==> src/rtl/fnan_sel_pkg.sv <==
package fnan_sel_pkg;

    localparam int N_OPS  = 3;
    localparam int IDX_W  = 2;
    localparam int ADD_IX = 2;

    localparam logic [1:0] IZN_UNSET       = 2'd0;
    localparam logic [1:0] IZN_KEEP_INPUT  = 2'd1;
    localparam logic [1:0] IZN_ALWAYS_DFLT = 2'd2;
    localparam logic [1:0] IZN_DFLT_IF_Q   = 2'd3;

    typedef enum logic [1:0] {
        PICK_NONE    = 2'd0,
        PICK_INPUT   = 2'd1,
        PICK_DEFAULT = 2'd2,
        PICK_FAULT   = 2'd3
    } pick_kind_e;

    typedef struct packed {
        logic is_nan;
        logic is_snan;
        logic is_inf;
        logic is_zero;
    } op_class_t;

endpackage

==> src/rtl/fnan_classify.sv <==
module fnan_classify
    import fnan_sel_pkg::*;
#(
    parameter int EXP_W = 8,
    parameter int MAN_W = 23
) (
    input  logic [EXP_W+MAN_W:0] val,
    output op_class_t            cls
);
    localparam int W = 1 + EXP_W + MAN_W;

    logic [EXP_W-1:0] exp_f;
    logic [MAN_W-1:0] man_f;
    logic             exp_max;
    logic             man_nz;

    assign exp_f   = val[W-2 -: EXP_W];
    assign man_f   = val[MAN_W-1:0];
    assign exp_max = &exp_f;
    assign man_nz  = |man_f;

    always_comb begin
        cls.is_nan  = exp_max & man_nz;
        cls.is_snan = exp_max & man_nz & ~man_f[MAN_W-1];
        cls.is_inf  = exp_max & ~man_nz;
        cls.is_zero = ~(|exp_f) & ~man_nz;
    end

endmodule

==> src/rtl/fnan_pick.sv <==
module fnan_pick
    import fnan_sel_pkg::*;
#(
    parameter int RULE_W = N_OPS * IDX_W + 1
) (
    input  logic [RULE_W-1:0] rule,
    input  logic [N_OPS-1:0]  nan_vec,
    input  logic [N_OPS-1:0]  snan_vec,
    output logic              found,
    output logic [IDX_W-1:0]  idx
);
    localparam int PREF_BIT = RULE_W - 1;

    logic [N_OPS-1:0] cand;
    logic [N_OPS-1:0] slot_hit;
    logic [IDX_W-1:0] slot_sel [N_OPS];

    assign cand = (rule[PREF_BIT] && (|snan_vec)) ? snan_vec : nan_vec;

    generate
        for (genvar s = 0; s < N_OPS; s++) begin : g_slot
            logic hit;
            always_comb begin
                hit = 1'b0;
                for (int j = 0; j < N_OPS; j++) begin
                    if (rule[s*IDX_W +: IDX_W] == IDX_W'(j) && cand[j]) hit = 1'b1;
                end
            end
            assign slot_sel[s] = rule[s*IDX_W +: IDX_W];
            assign slot_hit[s] = hit;
        end
    endgenerate

    always_comb begin
        found = 1'b0;
        idx   = '0;
        for (int s = N_OPS - 1; s >= 0; s--) begin
            if (slot_hit[s]) begin
                found = 1'b1;
                idx   = slot_sel[s];
            end
        end
    end

endmodule

==> src/rtl/fnan_dnan.sv <==
module fnan_dnan #(
    parameter int EXP_W = 8,
    parameter int MAN_W = 23,
    parameter int PAT_W = 8
) (
    input  logic [PAT_W-1:0]     pat,
    output logic [EXP_W+MAN_W:0] dn,
    output logic                 ok
);
    localparam int FILL_W = MAN_W - (PAT_W - 1);

    assign dn = {pat[PAT_W-1], {EXP_W{1'b1}}, pat[PAT_W-2:0], {FILL_W{pat[0]}}};
    assign ok = |pat[PAT_W-2:0];

endmodule

==> src/rtl/fma_nan_select.sv <==
module fma_nan_select
    import fnan_sel_pkg::*;
#(
    parameter int EXP_W = 8,
    parameter int MAN_W = 23,
    parameter int PAT_W = 8
) (
    input  logic                        clk,
    input  logic                        rst_n,
    input  logic                        in_valid,
    input  logic [EXP_W+MAN_W:0]        op_a,
    input  logic [EXP_W+MAN_W:0]        op_b,
    input  logic [EXP_W+MAN_W:0]        op_c,
    input  logic [N_OPS*IDX_W:0]        prop_rule,
    input  logic [1:0]                  izn_rule,
    input  logic                        dnan_mode,
    input  logic [PAT_W-1:0]            dnan_pat,
    output logic                        res_nan,
    output logic [EXP_W+MAN_W:0]        res_val,
    output logic                        flag_invalid,
    output logic                        flag_cfg_err
);
    localparam int W      = 1 + EXP_W + MAN_W;
    localparam int RULE_W = N_OPS * IDX_W + 1;
    localparam logic [W-1:0] QUIET_MASK = W'(1) << (MAN_W - 1);
    localparam logic [W-1:0] FAULT_NAN  = {1'b0, {EXP_W{1'b1}}, 1'b1, {(MAN_W-1){1'b0}}};

    logic [W-1:0]     ops [N_OPS];
    op_class_t        cls [N_OPS];
    logic [N_OPS-1:0] nan_vec;
    logic [N_OPS-1:0] snan_vec;
    logic             inf_zero;
    logic             any_nan;
    logic             pick_found;
    logic [IDX_W-1:0] pick_idx;
    logic [W-1:0]     dflt_nan;
    logic             dflt_ok;

    pick_kind_e       kind;
    logic [IDX_W-1:0] src_idx;
    logic [W-1:0]     src_val;

    logic             nxt_nan;
    logic [W-1:0]     nxt_val;
    logic             nxt_inv;
    logic             nxt_err;

    assign ops[0] = op_a;
    assign ops[1] = op_b;
    assign ops[2] = op_c;

    generate
        for (genvar i = 0; i < N_OPS; i++) begin : g_cls
            fnan_classify #(.EXP_W(EXP_W), .MAN_W(MAN_W)) cls_i (
                .val (ops[i]),
                .cls (cls[i])
            );
            assign nan_vec[i]  = cls[i].is_nan;
            assign snan_vec[i] = cls[i].is_snan;
        end
    endgenerate

    assign inf_zero = (cls[0].is_inf & cls[1].is_zero) | (cls[0].is_zero & cls[1].is_inf);
    assign any_nan  = |nan_vec;

    fnan_pick #(.RULE_W(RULE_W)) pick_i (
        .rule     (prop_rule),
        .nan_vec  (nan_vec),
        .snan_vec (snan_vec),
        .found    (pick_found),
        .idx      (pick_idx)
    );

    fnan_dnan #(.EXP_W(EXP_W), .MAN_W(MAN_W), .PAT_W(PAT_W)) dnan_i (
        .pat (dnan_pat),
        .dn  (dflt_nan),
        .ok  (dflt_ok)
    );

    // Decision: which kind of result this input set produces.
    always_comb begin
        kind    = PICK_NONE;
        src_idx = pick_idx;
        if (!any_nan && !inf_zero) begin
            kind = PICK_NONE;
        end else if (dnan_mode) begin
            kind = PICK_DEFAULT;
        end else if (inf_zero && nan_vec[ADD_IX]) begin
            src_idx = IDX_W'(ADD_IX);
            unique case (izn_rule)
                IZN_UNSET:       kind = PICK_FAULT;
                IZN_KEEP_INPUT:  kind = PICK_INPUT;
                IZN_ALWAYS_DFLT: kind = PICK_DEFAULT;
                IZN_DFLT_IF_Q:   kind = snan_vec[ADD_IX] ? PICK_INPUT : PICK_DEFAULT;
                default:         kind = PICK_FAULT;
            endcase
        end else if (inf_zero) begin
            kind = PICK_DEFAULT;
        end else if (prop_rule == '0 || !pick_found) begin
            kind = PICK_FAULT;
        end else begin
            kind = PICK_INPUT;
        end
        if (kind == PICK_DEFAULT && !dflt_ok) kind = PICK_FAULT;
    end

    always_comb begin
        src_val = '0;
        for (int j = 0; j < N_OPS; j++) begin
            if (src_idx == IDX_W'(j)) src_val = ops[j];
        end
    end

    // Output forming per decision kind.
    always_comb begin
        nxt_inv = (|snan_vec) | inf_zero;
        nxt_nan = 1'b1;
        nxt_err = 1'b0;
        nxt_val = '0;
        unique case (kind)
            PICK_NONE: begin
                nxt_nan = 1'b0;
                nxt_inv = 1'b0;
            end
            PICK_INPUT:   nxt_val = src_val | QUIET_MASK;
            PICK_DEFAULT: nxt_val = dflt_nan;
            PICK_FAULT: begin
                nxt_val = FAULT_NAN;
                nxt_err = 1'b1;
            end
            default: nxt_nan = 1'b0;
        endcase
    end

    always_ff @(posedge clk or negedge rst_n) begin
        if (!rst_n) begin
            res_nan      <= 1'b0;
            res_val      <= '0;
            flag_invalid <= 1'b0;
            flag_cfg_err <= 1'b0;
        end else if (in_valid) begin
            res_nan      <= nxt_nan;
            res_val      <= nxt_val;
            flag_invalid <= nxt_inv;
            flag_cfg_err <= nxt_err;
        end
    end

endmodule

==> config.mk <==
export PLATFORM = sky130hd
export DESIGN_NAME = fma_nan_select
export DESIGN_NICKNAME = d
export VERILOG_FILES = /design/src/rtl/fnan_sel_pkg.sv /design/src/rtl/fnan_classify.sv /design/src/rtl/fnan_pick.sv /design/src/rtl/fnan_dnan.sv /design/src/rtl/fma_nan_select.sv
export SDC_FILE = /design/constraint.sdc
export NUM_CORES = 1
export LEC_CHECK = 0
export ABC_AREA = 1
export ABC_CLOCK_PERIOD_IN_PS = 1560
export BUFFER_PORTS_ARGS = -buffer_cell sky130_fd_sc_hd__buf_4
export CAP_MARGIN = 20
export CORE_MARGIN = 8
export CORE_UTILIZATION = 40
export CTS_CLUSTER_SIZE = 30
export DETAILED_ROUTE_END_ITERATION = 10
export PLACE_DENSITY_LB_ADDON = 0.1
export SYNTH_ARGS = -nofsm -noshare
export SYNTH_HDL_FRONTEND = slang
export SYNTH_SLANG_ARGS = --single-unit
==> constraint.sdc <==
create_clock -name clk -period 1.56 [get_ports clk]
set_input_delay 0 -clock clk [delete_from_list [all_inputs] [get_ports clk]]
set_output_delay 0 -clock clk [all_outputs]
set_load 0.05 [all_outputs]
Yosys cells after proc, flatten, opt, wreduce, memory -nomap -nowiden. Cells that the tools add are included.

Register bits after elaboration: 35. Bits of input ports: 117.

Equality and inequality tests: 15. Multiplexer cells: 34. Bitwise operators: 21. Reductions and logical operators: 36.

Operator list (number): $mux 32 (3); $pmux 32 s3 (1); $reduce_or 23->1 (3); $mux 2 (13); $reduce_and 8->1 (3); $eq 2x2->1 const B (9); $reduce_or 8->1 (2); $mux 1 (15); $logic_and 1x1->1 (13); $and 1x1->1 (12); $eq 2x1->1 const B (6); $logic_not 2->1 (6); $pmux 2 s4 (1); $logic_not 7->1 (1); $not 1->1 (7); $reduce_or 7->1 (1); $reduce_or 3->1 (2); $logic_not 1->1 (4); $mux 3 (1); $or 1x1->1 (2); $logic_or 1x1->1 (1).

Depth between registers and ports, before layout. Gate-level depths: netlist of the first run.

Word-level depth: 25. Gate-level depth with buffers: 23. Depth with buffers taken out: 22.

Cells and area by module. From an unflattened synthesis of the first run, not the netlist that was laid out.

Cells, all modules: 616. Area, all modules: 3560.9 µm².

By module, submodules not included: fma_nan_select (times used 1, cells an instance 425, area each 2635.0 µm², sequential area each 875.8 µm²); fnan_classify (times used 3, cells an instance 33, area each 137.6 µm², sequential area each 0.0 µm²); fnan_dnan (times used 1, cells an instance 45, area each 289.0 µm², sequential area each 0.0 µm²); fnan_pick (times used 1, cells an instance 47, area each 224.0 µm², sequential area each 0.0 µm²).

Least setup slack after synthesis of the first run. No wires, ideal clock.

Path type: input to register. Start: input port op_c[15]. End: register res_val[0]. Setup time: 0.118 ns. Data arrival time: 1.658 ns. Required time: 1.442 ns. Path slack: -0.216 ns. Stages on the path: 19. Buffers on the path: 1. Cells stage by stage: nor2_1 -> nand2_1 -> nor2_1 -> nand3_2 -> nand3_2 -> nand2_1 -> a31oi_4 -> nand2_2 -> nand3_2 -> o21ai_2 -> nand4_1 -> nand2_1 -> nand2_1 -> nand2_4 -> nand4_4 -> buf_4 -> nand2_1 -> nand2_1 -> nand2_1.

Word-level cells in the longest chain between the ends: 25.

RTL lines: start: declaration (RTL line fma_nan_select.sv:13) `input logic [EXP_W+MAN_W:0] op_c,`; $reduce_or 23->1 * (RTL line fnan_classify.sv:20) `assign man_nz = |man_f;`; $and 1x1->1 * (RTL line fnan_classify.sv:23, fnan_classify.sv:24); $and 1x1->1 (RTL line fnan_classify.sv:24) `cls.is_snan = exp_max & man_nz & ~man_f[MAN_W-1];`; $reduce_or 3->1 (RTL line fnan_pick.sv:18) `assign cand = (rule[PREF_BIT] && (|snan_vec)) ? snan_vec : nan_vec;`; $logic_and 1x1->1 (RTL line fnan_pick.sv:18); $mux 3 (RTL line fnan_pick.sv:18); $logic_and 1x1->1 (RTL line fnan_pick.sv:26) `if (rule[s*IDX_W +: IDX_W] == IDX_W'(j) && cand[j]) hit = 1'b1;`; $mux 1 (3 in a row) (RTL line fnan_pick.sv:26); [7 not listed]; $mux 2 (RTL line fma_nan_select.sv:88) `end else if (inf_zero && nan_vec[ADD_IX]) begin`; $mux 2 (RTL line fma_nan_select.sv:86) `end else if (dnan_mode) begin`; $mux 2 (RTL line fma_nan_select.sv:84) `if (!any_nan && !inf_zero) begin`; $eq 2x2->1 (RTL line fma_nan_select.sv:104) `if (kind == PICK_DEFAULT && !dflt_ok) kind = PICK_FAULT;`; $logic_and 1x1->1 (RTL line fma_nan_select.sv:104); $mux 2 (RTL line fma_nan_select.sv:104); $eq 2x2->1 / $eq 2x1->1 (equally long branches) (RTL line fma_nan_select.sv:120) `unique case (kind)`; $pmux 32 s3 * (RTL line fma_nan_select.sv:120); end signal: assignment (RTL line fma_nan_select.sv:143) `res_val <= nxt_val;`; end: declaration (RTL line fma_nan_select.sv:19) `output logic [EXP_W+MAN_W:0] res_val,`.

Mark *: on every way between the ends. The rest lies on a longest branch, timed or not. A chain may end at the register's enable or synchronous reset.

Worst setup path in the final report of the first run.
Start: input port op_b[17]. End: register res_val[5].

Word-level cells in the longest chain between the ends: 25.

RTL lines: start: declaration (RTL line fma_nan_select.sv:12) `input logic [EXP_W+MAN_W:0] op_b,`; $reduce_or 23->1 * (RTL line fnan_classify.sv:20); $and 1x1->1 (RTL line fnan_classify.sv:23, fnan_classify.sv:24); $and 1x1->1 (RTL line fnan_classify.sv:24); $reduce_or 3->1 (RTL line fnan_pick.sv:18); $logic_and 1x1->1 (RTL line fnan_pick.sv:18); $mux 3 (RTL line fnan_pick.sv:18); $logic_and 1x1->1 (RTL line fnan_pick.sv:26); $mux 1 (3 in a row) (RTL line fnan_pick.sv:26); [7 not listed]; $mux 2 (RTL line fma_nan_select.sv:88); $mux 2 (RTL line fma_nan_select.sv:86); $mux 2 (RTL line fma_nan_select.sv:84); $eq 2x2->1 (RTL line fma_nan_select.sv:104); $logic_and 1x1->1 (RTL line fma_nan_select.sv:104); $mux 2 (RTL line fma_nan_select.sv:104); $eq 2x2->1 / $eq 2x1->1 (equally long branches) (RTL line fma_nan_select.sv:120); $pmux 32 s3 * (RTL line fma_nan_select.sv:120).

Marked as above.

==> flow_metrics.env, run 1 <==
export IMPL_viasPerCell=5.52
export IMPL_finalPower_mw=2.79
export IMPL_yosysSeqAreaShare_pct=31.4
export IMPL_path_cells="buf_4 -> nor2_1 -> nand2_1 -> nor2_1 -> nand3_2 -> nand3_2 -> nand3_4 -> a31oi_4 -> inv_2 -> o21ai_2 -> inv_2 -> nand3_4 -> nand2_8 -> nor2_4 -> clkbuf_16 -> nand2_2 -> nand3_2 -> nand2_2 -> nand2_1 -> nand2_1 -> nand2_1"
export IMPL_firstDrtPassIters=5
export IMPL_synth_top_cell_area_share_pct=34.2
export IMPL_hp_class="input pin to register"
export IMPL_antenna_cells=0
export IMPL_synth_edff_count=0
export IMPL_stdcell_count=775
export IMPL_skew_ns=0
export IMPL_fmax_mhz=473
export IMPL_insertion_delay_ns=0.28
export IMPL_drt_iter0_drc=196
export IMPL_period_needed_ns=2.11
export IMPL_critPathLaunch="op_b[17]"
export IMPL_avgSynthCellArea_um2=5.93
export IMPL_drive_above_1_share_pct=53.5
export IMPL_regToRegEndpoint="res_val[1]"
export IMPL_arrival_ns=2.34
export IMPL_cts_sink_count=35
export IMPL_grt_overflow=0
export IMPL_r2r_slack_ns=0.90
export IMPL_end_kind="register"
export IMPL_grt_pass1_wl_um=19500
export IMPL_path_common_cell="nand2_1"
export IMPL_netlist_area_mm2=0.00279
export IMPL_start_util_pct=41.2
export IMPL_slew_headroom_pct=70.2
export IMPL_cts_tree="done"
export IMPL_antenna_found_initial=0
export IMPL_ff2ff_path_depth=2
export IMPL_synth_adder_area_share_pct=0
export IMPL_synth_area_leader_cell="nand2_1"
export IMPL_hold_path_end="res_val[7]"
export IMPL_h_tree_depth=2
export IMPL_dp_hpwl_um=9320
export IMPL_setup_ws_ns=-0.552
export IMPL_synth_main_ff_cell="dfrtp_1"
export IMPL_port_buffers=151
export IMPL_synth_simple_area_share_pct=58.8
export IMPL_fin_nets=811
export IMPL_post_route_util_pct=80.8
export IMPL_area_delta_synth_final_pct=96.0
export IMPL_required_ns=1.78
export IMPL_cpPeakStageDelay_ns=0.26
export IMPL_num_rows=30
export IMPL_critPathMaxFanout=6
export IMPL_maxCapViolCount=0
export IMPL_setup_viol=24
export IMPL_comb_power_share_pct=43.3
export IMPL_root_buffer="clkbuf_8"
export IMPL_first_global_vias=4139
export IMPL_synth_area_top_cells="nand2_1, dfrtp_1, nor2_1"
export IMPL_cts_clk_slew_worst_paths_ns=0.07
export IMPL_ys_types=30
export IMPL_r2r_start="res_val[1]"
export IMPL_synthMostInstantiatedCell="nand2_1"
export IMPL_min_path_cells=3
export IMPL_pwr_share_seq_pct=34.2
export IMPL_internal_power_mw=1.81
export IMPL_finalHoldViolations=0
export IMPL_drtAntennaViolNets=0
export IMPL_async_flop_share_pct=100
export IMPL_clockBufferDepth=2
export IMPL_synth_top_family_by_area="simple AND/OR/NAND/NOR gates"
export IMPL_crit_family="simple AND/OR/NAND/NOR gates"
export IMPL_clockPowerShare_pct=22.5
export IMPL_powerDensity_mw_per_mm2=511
export IMPL_grt_total_usage_pct=24.4
export IMPL_violations="negative setup slack"
export IMPL_worstSetupPathType="input pin to register"
export IMPL_vdd_drop_max_mv=0.383
export IMPL_cts_buffers=5
export IMPL_p_sw_mw=0.983
export IMPL_post_route_period_util_pct=135
export IMPL_ys_top_cells_by_count="nand2_1, nor2_1, nand3_1"
export IMPL_synthXorXnorAreaFrac_pct=0
export IMPL_postSynthCellCount=470
export IMPL_drc=0
export IMPL_grt_max_degree=36
export IMPL_core_mm2=0.00676
export IMPL_slowest_stage="a31oi_4"
export IMPL_syn_nets=587
export IMPL_critPathLaunchType="input pin"
export IMPL_place_inst=746
export IMPL_synth_seq_cells=35
export IMPL_holdCritStartpoint="in_valid"
export IMPL_die_y_um=99.4
export IMPL_wl_per_cell_um=18.0
export IMPL_die_area_mm2=0.00989
export IMPL_yosys_warnings=0
export IMPL_worst_pin_slew_ns=0.448
export IMPL_slew_violations=0
export IMPL_synth_mux_area_share_pct=0
export IMPL_wirelength_um=13900
export IMPL_crit_buf_inv=4
export IMPL_gp_congestion=0.897
export IMPL_die_w_um=99.4
export IMPL_status="complete, but fails checks"
export IMPL_tns_ns=-11.73
export IMPL_io_pins=152
export IMPL_rsz0062_at_grt="true"
export IMPL_p_sw_share_pct=35.2
export IMPL_synth_compound_gate_area_share_pct=3.73
export IMPL_leakagePower_nw=2.94
export IMPL_num_vias=4278
[worst register-to-register path: cells and delay by family, from the launching register on]
kind          cells  cell delay, ns
simple gates      2            0.14
flops             1            0.41
[power groups by stage]
stage / Combinational [mW] / Clock (mW) / Sequential [mW]
final: 1.21 / 0.628 / 0.953
after global routing: 1.28 / 0.678 / 0.956
after CTS: 0.966 / 0.641 / 0.953
after detailed placement: 0.888 / 0 / 0.970
after global placement: 0.878 / 0 / 0.970
after floorplan: 0.295 / 0 / 1.07
[state kept, by name (all words and copies together) (netlist names)]
name,count
flag_invalid,1
flag_cfg_err,1
res_nan,1
res_val,32
[how the worst max path moves through the flow]
stage,end,depth (start not counted)
2_1_floorplan,res_val[8],20
3_3_place_gp,res_val[3],20
3_5_place_dp,res_val[3],20
4_1_cts,res_val[31],24
5_1_grt,res_val[21],23
6_report,res_val[5],21
[logic make-up after synthesis]
family / count (synthesis)
flip-flops: 35
AO/OA/AOI/OAI: 13
buffers and inverters: 38
AND/OR/NAND/NOR: 384
[area by class of cell]
cell class | count | area, um^2
clock buffer | 7 | 76.3
clock inverter | 1 | 5.00
fill | 464 | 1300
inverter | 24 | 97.6
multi-input combinational | 400 | 2350
sequential | 35 | 876
tap | 80 | 100
timing repair buffer | 227 | 1950
timing repair inverter | 1 | 3.75
[per-layer routing]
metal  GRT usage, %  up-vias  part of all wire [%]  wire length [um]
met5              0        -                     0                 0
met4           12.1        0                   6.2               857
met3           7.12       74                   9.3              1290
met2           43.6      268                    50              6950
met1           25.4     1988                    35              4830
li1               -     1948                     -                 -
[through the flow]
stage	instance area [um^2]	hold slack, ns	setup WS (ns)
after floorplan	2790	-0.296	-0.201
after global placement	4400	-0.0304	-0.790
after detailed placement	4400	-0.0143	-0.891
after CTS	4780	0.0475	-0.381
after global routing	5460	0.0735	-0.662
final	5460	0.0572	-0.552
[cell usage in the layout, fill, tap and decap left out, drive strengths merged, types with 2 or more instances in the layout]
master | netlist | routed
nand2 | 258 | 258
buf | 9 | 222
nor2 | 58 | 60
nand3 | 44 | 44
dfrtp | 35 | 35
inv | 21 | 23
nand4 | 16 | 17
clkbuf | 5 | 10
o21ai | 6 | 6
nor4 | 5 | 5
clkinv | 3 | 3
a31oi | 2 | 2
nor3 | 2 | 2
dlygate4sd3 | 0 | 2
a21oi | 2 | 2
[timing repair]
action,CTS,global route
pin swaps,16,46
gates cloned,2,6
buffers inserted,4,7
hold endpoints to repair,36,0
endpoints found under the setup margin,34,34
hold buffers,2,0
resized for setup,57,139
(Power assumes the default switching activity.)
==> inputs of run 2 (changes only) <==
--- a/config.mk
+++ b/config.mk
@@ -14,6 +14,7 @@
 export CTS_CLUSTER_SIZE = 30
 export DETAILED_ROUTE_END_ITERATION = 10
 export PLACE_DENSITY_LB_ADDON = 0.1
+export REMOVE_ABC_BUFFERS = 1
 export SYNTH_ARGS = -nofsm -noshare
 export SYNTH_HDL_FRONTEND = slang
 export SYNTH_SLANG_ARGS = --single-unit
==> run 2 against run 1 <==
Global-route usage fell by 0.51 points. Critical path depth up 2. Critical endpoint is now res_val[11]. Register-to-register slack worse by 0.04 ns. Sequential power barely moved. The run still ends with negative setup slack left.
==> flow_metrics.env, run 2 (synthesized netlist as in run 1, its figures left out) <==
export IMPL_hp_class="input pin to register"
export IMPL_grt_overflow=0
export IMPL_cts_tree="done"
export IMPL_drt_iter0_drc=148
export IMPL_grt_pass1_wl_um=19200
export IMPL_clockBufferDepth=2
export IMPL_postPlaceCellArea_mm2=0.00437
export IMPL_h_tree_depth=2
export IMPL_path_common_cell="nand2_1"
export IMPL_worstSetupPathType="input pin to register"
export IMPL_stdcell_count=759
export IMPL_grt_total_usage_pct=23.9
export IMPL_fmax_mhz=495
export IMPL_dp_slack_ns=-0.831
export IMPL_worst_pin_slew_ns=0.468
export IMPL_arrival_ns=2.23
export IMPL_slew_violations=0
export IMPL_critPathLaunchType="input pin"
export IMPL_holdCritStartpoint="in_valid"
export IMPL_final_common_cell="nand2_1"
export IMPL_fin_nets=796
export IMPL_core_mm2=0.00676
export IMPL_num_rows=30
export IMPL_end_kind="register"
export IMPL_drtAntennaViolNets=0
export IMPL_leakagePower_nw=2.89
export IMPL_drive_above_1_share_pct=54.3
export IMPL_insertion_delay_ns=0.28
export IMPL_status="complete, but fails checks"
export IMPL_drc=0
export IMPL_setup_viol=24
export IMPL_root_buffer="clkbuf_8"
export IMPL_ff2ff_path_depth=2
export IMPL_first_global_vias=4070
export IMPL_gp_congestion=0.952
export IMPL_slowest_stage="nor2_4"
export IMPL_grt_max_degree=36
export IMPL_period_needed_ns=2.02
export IMPL_viasPerCell=5.26
export IMPL_fin_area_mm2=0.00534
export IMPL_post_route_period_util_pct=129
export IMPL_powerDensity_mw_per_mm2=519
export IMPL_min_path_cells=3
export IMPL_num_vias=3991
export IMPL_start_util_pct=41.2
export IMPL_firstDrtPassIters=5
export IMPL_die_w_um=99.4
export IMPL_crit_buf_inv=2
export IMPL_cts_buffers=5
export IMPL_slew_headroom_pct=68.8
export IMPL_place_inst=738
export IMPL_finalHoldViolations=0
export IMPL_rsz0062_at_grt="true"
export IMPL_top_register="res_val"
export IMPL_violations="negative setup slack"
export IMPL_crit_family="simple AND/OR/NAND/NOR gates"
export IMPL_cpPeakStageDelay_ns=0.24
export IMPL_required_ns=1.77
export IMPL_final_cell_mix="nand2_1, buf_4, nand2_2, dfrtp_1, buf_6"
export IMPL_cts_clk_slew_worst_paths_ns=0.07
export IMPL_path_cells="buf_4 -> nor2_1 -> nand2_1 -> nor2_2 -> nand3_4 -> nand3_4 -> nand3_4 -> nand2_2 -> nand2_2 -> nand2_4 -> nand2_2 -> nand3_2 -> nand3_2 -> nand3_2 -> nand2_4 -> nor2_4 -> clkbuf_16 -> nand2_4 -> nand3_2 -> nand2_1 -> nand2_1 -> nand2_1 -> nand2_1"
export IMPL_wirelength_um=13200
export IMPL_die_area_mm2=0.00989
export IMPL_antenna_found_initial=0
export IMPL_regToRegEndpoint="res_val[11]"
export IMPL_io_pins=152
export IMPL_hold_path_end="res_val[4]"
export IMPL_maxCapViolCount=0
export IMPL_dp_hpwl_um=9560
export IMPL_critPathMaxFanout=5
export IMPL_r2r_slack_ns=0.86
export IMPL_wl_per_cell_um=17.4
export IMPL_antenna_cells=0
export IMPL_vdd_drop_max_mv=0.427
export IMPL_r2r_start="res_val[11]"
export IMPL_area_delta_synth_final_pct=91.7
export IMPL_die_y_um=99.4
export IMPL_cts_sink_count=35
export IMPL_port_buffers=151
export IMPL_largest_reg_flops=32
export IMPL_skew_ns=0
export IMPL_setup_ws_ns=-0.459
-- run 2: through the flow --
stage / TNS [ns] / hold slack (ns) / total power, mW / util [%]
6_report: -8.28 / 0.0724 / 2.77 / 79.0
5_1_grt: -11.39 / 0.0728 / 2.89 / 79.0
4_1_cts: -7.21 / 0.0682 / 2.60 / 70.6
3_5_place_dp: -23.21 / -0.0170 / 1.86 / 64.7
3_3_place_gp: -21.41 / -0.0248 / 1.85 / 64.7
2_1_floorplan: -8.55 / -0.296 / 1.33 / -
-- run 2: how the worst max path moves through the flow --
stage	from	end	slack (ns)	depth (start not counted)
CTS	op_c[11]	res_val[21]	-0.35	22
global route	op_c[11]	res_val[11]	-0.55	23
finish	op_c[21]	res_val[11]	-0.46	23
floorplan	op_c[29]	res_val[14]	-0.38	18
detailed placement	op_a[5]	res_val[20]	-0.83	19
global placement	op_c[7]	res_val[20]	-0.77	22
-- run 2: layout make-up --
cell class / count / area [um^2]
inverters: 24 / 91.3
well taps: 80 / 100
multi-input cells: 397 / 2360
repair buffers: 216 / 1820
flip-flops and latches: 35 / 876
clock inverters: 1 / 5.00
clock buffers: 6 / 82.6
fillers: 488 / 1420
-- run 2: worst reg2reg max path: cells and delay by family, from the launching register on --
kind          cells  cell delay (ns)
flops             1             0.40
simple gates      2             0.17
-- run 2: power by group --
group	internal, mW	total [mW]	switching [mW]
clock network	0.346	0.671	0.325
logic	0.525	1.15	0.623
registers	0.935	0.953	0.0180
-- run 2: routing by layer --
metal / part of all wire, % / routed length (um) / GRT usage (%) / vias to the layer above
li1: - / - / - / 1912
met3: 8.2 / 1080 / 7.26 / 27
met5: 0 / 0 / 0 / -
met4: 2.5 / 335 / 10.0 / 0
met1: 37 / 4850 / 25.4 / 1861
met2: 52 / 6920 / 42.7 / 191
-- run 2: what timing repair did --
action | CTS | global route
resized for setup | 64 | 138
setup endpoints to repair | 34 | 34
buffers inserted | 6 | 4
hold endpoints to repair | 36 | 0
hold buffers | 2 | 0
cloned | 1 | 1
pin swaps | 34 | 76
